--- config.mk ---
export PLATFORM = sky130hd
export DESIGN_NAME = gpio_irq_detect
export DESIGN_NICKNAME = d
export VERILOG_FILES = /design/src/rtl/gpio_irq_pkg.sv /design/src/rtl/gpio_irq_cfg_regs.sv /design/src/rtl/gpio_irq_line_bank.sv /design/src/rtl/gpio_irq_merge.sv /design/src/rtl/gpio_irq_detect.sv
export SDC_FILE = /design/constraint.sdc
export NUM_CORES = 1
export LEC_CHECK = 0
export ABC_AREA = 0
export BUFFER_PORTS_ARGS = -buffer_cell sky130_fd_sc_hd__buf_4
export CAP_MARGIN = 0
export CORE_AREA = 4 4 193 195
export CTS_CLUSTER_DIAMETER = 150
export CTS_CLUSTER_SIZE = 8
export DETAILED_ROUTE_END_ITERATION = 12
export DIE_AREA = 0 0 197 199
export PLACE_DENSITY = 0.52
export RECOVER_POWER = 100
export SYNTH_ARGS = -nofsm -noshare
export SYNTH_HDL_FRONTEND = slang
export SYNTH_SLANG_ARGS = --single-unit
--- constraint.sdc ---
create_clock -name clk -period 3.7 [get_ports clk]
set_input_delay 0.555 -clock clk [delete_from_list [all_inputs] [get_ports clk]]
set_output_delay 0.555 -clock clk [all_outputs]
set_load 0.02 [all_outputs]
--- src/rtl/gpio_irq_pkg.sv ---
package gpio_irq_pkg;
  localparam int ADDR_W = 8;
  localparam logic [ADDR_W-1:0] OFF_ENABLE = 8'h20;
  localparam logic [ADDR_W-1:0] OFF_RAW    = 8'h24;
  localparam logic [ADDR_W-1:0] OFF_MASKED = 8'h28;
  localparam logic [ADDR_W-1:0] OFF_MASK   = 8'h2C;
  localparam logic [ADDR_W-1:0] OFF_CLEAR  = 8'h30;
  localparam logic [ADDR_W-1:0] OFF_CLASS  = 8'h34;
  localparam logic [ADDR_W-1:0] OFF_DUAL   = 8'h38;
  localparam logic [ADDR_W-1:0] OFF_POL    = 8'h3C;
endpackage

--- src/rtl/gpio_irq_cfg_regs.sv ---
module gpio_irq_cfg_regs
  import gpio_irq_pkg::*;
#(
  parameter int NUM_LINES = 32
) (
  input  logic                 clk,
  input  logic                 rst_n,
  input  logic                 wr,
  input  logic [ADDR_W-1:0]    addr,
  input  logic [NUM_LINES-1:0] wdata,
  output logic [NUM_LINES-1:0] en_q,
  output logic [NUM_LINES-1:0] mask_q,
  output logic [NUM_LINES-1:0] class_q,
  output logic [NUM_LINES-1:0] dual_q,
  output logic [NUM_LINES-1:0] pol_q,
  output logic [NUM_LINES-1:0] clr_vec
);
  always_ff @(posedge clk or negedge rst_n) begin
    if (!rst_n) begin
      en_q    <= '0;
      mask_q  <= '0;
      class_q <= '0;
      dual_q  <= '0;
      pol_q   <= '0;
    end else if (wr) begin
      case (addr)
        OFF_ENABLE: en_q    <= wdata;
        OFF_MASK:   mask_q  <= wdata;
        OFF_CLASS:  class_q <= wdata;
        OFF_DUAL:   dual_q  <= wdata;
        OFF_POL:    pol_q   <= wdata;
        default: ;
      endcase
    end
  end

  // Clear register holds no state: a write produces a one-cycle pulse vector.
  assign clr_vec = (wr && addr == OFF_CLEAR) ? wdata : '0;
endmodule

--- src/rtl/gpio_irq_line_bank.sv ---
module gpio_irq_line_bank #(
  parameter int NUM_LINES = 32
) (
  input  logic                 clk,
  input  logic                 rst_n,
  input  logic [NUM_LINES-1:0] pin,
  input  logic [NUM_LINES-1:0] en,
  input  logic [NUM_LINES-1:0] lvl_class,
  input  logic [NUM_LINES-1:0] dual,
  input  logic [NUM_LINES-1:0] pol,
  input  logic [NUM_LINES-1:0] clr,
  output logic [NUM_LINES-1:0] raw
);
  logic [NUM_LINES-1:0] pin_q;

  always_ff @(posedge clk or negedge rst_n) begin
    if (!rst_n) pin_q <= '0;
    else        pin_q <= pin;
  end

  for (genvar g = 0; g < NUM_LINES; g++) begin : g_line
    logic rise, fall, edge_hit, lvl_act, latched;

    assign rise     = pin[g] & ~pin_q[g];
    assign fall     = ~pin[g] & pin_q[g];
    assign edge_hit = en[g] & ~lvl_class[g] &
                      (dual[g] ? (rise | fall) : (pol[g] ? fall : rise));
    assign lvl_act  = en[g] & lvl_class[g] & (pin[g] ^ pol[g]);

    always_ff @(posedge clk or negedge rst_n) begin
      if (!rst_n)            latched <= 1'b0;
      else if (lvl_class[g]) latched <= 1'b0;
      else if (edge_hit)     latched <= 1'b1;   // new event beats a clear
      else if (clr[g])       latched <= 1'b0;
    end

    assign raw[g] = lvl_class[g] ? lvl_act : latched;
  end
endmodule

--- src/rtl/gpio_irq_merge.sv ---
module gpio_irq_merge #(
  parameter int NUM_LINES = 32
) (
  input  logic                 clk,
  input  logic                 rst_n,
  input  logic [NUM_LINES-1:0] raw,
  input  logic [NUM_LINES-1:0] mask,
  output logic [NUM_LINES-1:0] masked,
  output logic                 irq
);
  assign masked = raw & ~mask;

  always_ff @(posedge clk or negedge rst_n) begin
    if (!rst_n) irq <= 1'b0;
    else        irq <= |masked;
  end
endmodule

--- src/rtl/gpio_irq_detect.sv ---
module gpio_irq_detect
  import gpio_irq_pkg::*;
#(
  parameter int NUM_LINES = 32
) (
  input  logic                 clk,
  input  logic                 rst_n,
  input  logic                 reg_wr,
  input  logic [ADDR_W-1:0]    reg_addr,
  input  logic [NUM_LINES-1:0] reg_wdata,
  output logic [NUM_LINES-1:0] reg_rdata,
  input  logic [NUM_LINES-1:0] pin_level,
  output logic                 irq_out
);
  logic [NUM_LINES-1:0] en_q, mask_q, class_q, dual_q, pol_q, clr_vec;
  logic [NUM_LINES-1:0] raw_stat, masked_stat;

  gpio_irq_cfg_regs #(.NUM_LINES(NUM_LINES)) u_cfg (
    .clk(clk), .rst_n(rst_n), .wr(reg_wr), .addr(reg_addr), .wdata(reg_wdata),
    .en_q(en_q), .mask_q(mask_q), .class_q(class_q), .dual_q(dual_q),
    .pol_q(pol_q), .clr_vec(clr_vec)
  );

  gpio_irq_line_bank #(.NUM_LINES(NUM_LINES)) u_bank (
    .clk(clk), .rst_n(rst_n), .pin(pin_level), .en(en_q), .lvl_class(class_q),
    .dual(dual_q), .pol(pol_q), .clr(clr_vec), .raw(raw_stat)
  );

  gpio_irq_merge #(.NUM_LINES(NUM_LINES)) u_merge (
    .clk(clk), .rst_n(rst_n), .raw(raw_stat), .mask(mask_q),
    .masked(masked_stat), .irq(irq_out)
  );

  always_comb begin
    case (reg_addr)
      OFF_ENABLE: reg_rdata = en_q;
      OFF_RAW:    reg_rdata = raw_stat;
      OFF_MASKED: reg_rdata = masked_stat;
      OFF_MASK:   reg_rdata = mask_q;
      OFF_CLASS:  reg_rdata = class_q;
      OFF_DUAL:   reg_rdata = dual_q;
      OFF_POL:    reg_rdata = pol_q;
      default:    reg_rdata = '0;
    endcase
  end
endmodule

==> impl_results.md <==
- Overall Global Routing Usage: 18.5%
- Run status: complete, but fails checks
- CP Capture Type: primary output
- Synthesized instance count: around 1,100
- Distinct cells, synth: a little under 50
- Total negative slack: 0 ps
- Die ar.: between 0.03 and 0.04 mm^2
- Mapped cell area: 0.0123 mm^2
- CP max FO: 23
- Core Box Area: ~0.035 mm^2
- Mux share of post-synthesis cell area: between 10 and 15%
- EDFF count, synth: 0
- Total wire length: 36.7 mm
- Setup Fix Bufs, Post-CTS: 0
- Syn_nets: between 1,000 and 1,500
- Gpl congestion: roughly 0.84
- Fillers: roughly 3,500
- Fmax: slightly below 300 MHz
- Hold buffers post-CTS: 0
- Cell taking the most area after synthesis: dfrtp_1
- Initial antenna violation count: 2
- Clk Latency, worst-skew pair: about 500 ps
- Design area: between 0.01 and 0.015 mm^2
- Hold Path Class: in2reg
- TritonCTS Buffers: 34
- Min cycle time layout: 3350 ps
- Xor-xnor portion of the synthesized cell area: under 10%
- Vias in the first global route: about 9,400
- Max Cap Violations: 2
- Vias/cell: approximately 5.5
- Largest net degree at the start of global routing: 84
- Most frequent cell on the critical path: buf_4
- Per-cell routed wire length: 21.3 um
- Number of synthesized register bits: 225
- RSZ-0062 raised after global routing: false
- Clk_skew: 18.2 ps
- Slowest stage delay, CP: about 610 ps
- Ports: 108
- Slew HR: -53.6%
- CP max-delay cell: clkbuf_2
- Seq/Total Area, Yosys: a little under half
- Bufs on Longest Clock Path: 3
- Detailed Place HPWL: around 25 mm
- Final-report setup violation count: 0
- Post-Synth Adder-Cell Area: approximately 6.5%
- Static Leak: about 7 nW
- Die outline width: between 150 and 200 um
- Compound-Gate Fraction of Synth Area: between 10% and 20%
- Post-cts resize count: 0
- Clock sinks: ~230
- WP data arrival: between 2000 and 3000 ps
- Die H: ~200 um
- Global-route wire length before repair: 56.7 mm
- CTS HTree Levels: 2
- Detailed Routing Iterations Pass 1: 6
- Synth top area share: between 40% and 50%
- R2R Setup Slk: around 1500 ps
- WP buf/inv: 3
- Startpoint types: input pin
- Fraction of layout cells with a size suffix above 1: about 11%
- Critical Setup Path Class: in2out
- Initial Util: 34.7%
- PnR worst setup slack: between 300 and 400 ps
- DR vias: 9,478
- Area Overhead vs Synth: 17.1%
- DP Worst Slack: just under 700 ps
- Placed insts: between 1,500 and 2,000
- CTS tree: built
- Yosys warns: 0
- Num rows: just under 70
- Post-synth ARST share: between 90% and 100%
- Worst-path cell chain: buf_4 -> nor4_1 -> and2_1 -> clkbuf_2 -> a22oi_1 -> o2111ai_1 -> buf_4
- Global route overflow: 0
- Clock transition at path regs: roughly 50 ps
- Mapped Avg Cell Area: about 11 um^2
- Post-route insts no fill: about 1,700
- Number of DRC markers in iteration 0: about 700
- DRC: 0
- Fin. Hold Viols: 0
- Period utilisation layout: approximately nine tenths
- Largest family of logic cells by synthesized area: multiplexers
- Dpl cell area: about 0.014 mm^2
- Worst EP required: between 3000 and 4000 ps
- Max-slew violations: 103
- Failing checks: capacitance limit, slew limit
- Worst slew pin tran: between 2000 and 2500 ps
- NumNets Final: ~1,400
- ANT nets after route: 0
- Critical path's top delay family: buffers and inverters
- Cell Pwr Density: around 440 mW/mm^2
- Maximum VDD drop: ~0.24 mV
- Root buf cell: clkbuf_16
- Synth Area in Simple Gates: between 10% and 20%
- Top post-synthesis cells by area: dfrtp_1 (46%), mux2_1 (13%), ha_1 (6.5%)
- Top_reg_cell synth: dfrtp_1
- I/O Buffers: approximately 110
-- cells in the final DEF (no fill, tap or decap), types with 3 or more instances in the layout --
cell type	n
a211oi_1	32
a21oi_1	32
a222oi_1	29
a22o_1	5
a22oi_1	64
and2_1	3
and3_1	11
buf_4	78
clkbuf_1	56
clkbuf_16	37
clkbuf_2	4
dfrtp_1	225
ha_1	64
inv_1	87
mux2_1	146
mux2_2	14
nand2_1	63
nand2b_1	4
nand3_1	46
nand3b_1	3
nand4_1	7
nand4b_1	12
nor2_1	70
nor2b_1	42
nor3b_1	16
nor4_1	7
o2111ai_1	4
o21ai_0	26
o221ai_1	9
o22ai_1	9
o32ai_1	3
xor2_1	32
-- path summary, 6_finish.rpt --
path | from | to | cells after the start
setup reg to reg | u_cfg.pol_q[24] | u_merge.irq | 5
setup / recovery | reg_addr[3] | reg_rdata[9] | 7
hold / removal | pin_level[14] | u_bank.pin_q[14] | 1
min in group asynchronous | rst_n | u_bank.pin_q[4] | 1
hold reg to reg | u_cfg.class_q[18] | u_bank.g_line[18].latched | 1
max in group asynchronous | rst_n | u_bank.g_line[16].latched | 2
-- worst reg2reg max path: stages (launching register included) --
cell,delay [ps]
dfrtp_1,420
xor2_1,160
nand2_1,140
o32ai_1,120
a2111oi_0,890
nand4_1,290
-- per-layer routing --
metal	global-route usage [%]	part of all wire, %	routed length [um]
met5	0	0.030	11
met4	3.78	1.7	622
met3	3.84	6.9	2520
met2	28.4	45	16400
met1	27.3	47	17100
-- layout make-up --
class                   count  area, um^2  share of cell area (%)
inverters                  87         327                    2.27
clock inverters             1        8.76                  0.0609
multi-input cells         773        6070                    42.1
diodes                      1        2.50                  0.0174
clock buffers              38         930                    6.46
repair buffers            139         852                    5.92
flip-flops and latches    225        5630                    39.1
well taps                 461         577                    4.01
-- kinds of logic (layout without fill, tap and decap cells) --
kind of cell,count (synthesis),in the layout
AOI/OAI and AO/OA,224,224
xor gates and xnor gates,32,32
adders and majority gates,64,64
buffers and inverters,132,265
DFF,225,225
muxes,162,162
other,0,1
and+or+nand+nor,291,291
-- flip-flops by register name (all words and copies together), names as in the netlist --
name / cells
u_bank.g_line.latched: 32
u_cfg.pol_q: 32
u_cfg.dual_q: 32
u_cfg.class_q: 32
u_cfg.mask_q: 32
u_cfg.en_q: 32
u_bank.pin_q: 32
u_merge.irq: 1
-- power breakdown --
part           internal, mW  leakage [nW]  switching [mW]
Combinational         0.317          3.69           0.407
Sequential             2.66          3.01           0.191
Clock                  1.75         0.461            1.06
-- metrics by stage --
| step | hold WS [ps] | power [mW] | utilization [%] |
|---|---|---|---|
| 3_3_place_gp | 489 | 3.62 | 38.7 |
| 2_1_floorplan | 259 | 3.26 | - |
| 5_1_grt | 245 | 6.69 | 40.7 |
| 4_1_cts | 107 | 6.49 | 41.4 |
| 3_5_place_dp | 494 | 3.64 | 38.7 |
| 6_report | 244 | 6.38 | 40.7 |
-- Yosys cell counts, types with 4 or more instances --
cell / n
and2_1: 4
a211oi_1: 32
nor3b_1: 15
a22oi_1: 64
and3_1: 11
nand4_1: 7
nand4b_1: 12
o2111ai_1: 4
nand3_1: 45
a21oi_1: 32
a22o_1: 5
nor2b_1: 42
nor2_1: 70
buf_6: 6
dfrtp_1: 225
a222oi_1: 29
xor2_1: 32
nand2b_1: 4
mux2_1: 146
clkbuf_1: 11
mux2_2: 14
nor4_1: 7
o221ai_1: 9
o21ai_0: 26
nand2_1: 62
inv_1: 87
o22ai_1: 9
ha_1: 64
buf_2: 27
No activity file was read; power rests on OpenSTA's default activity.
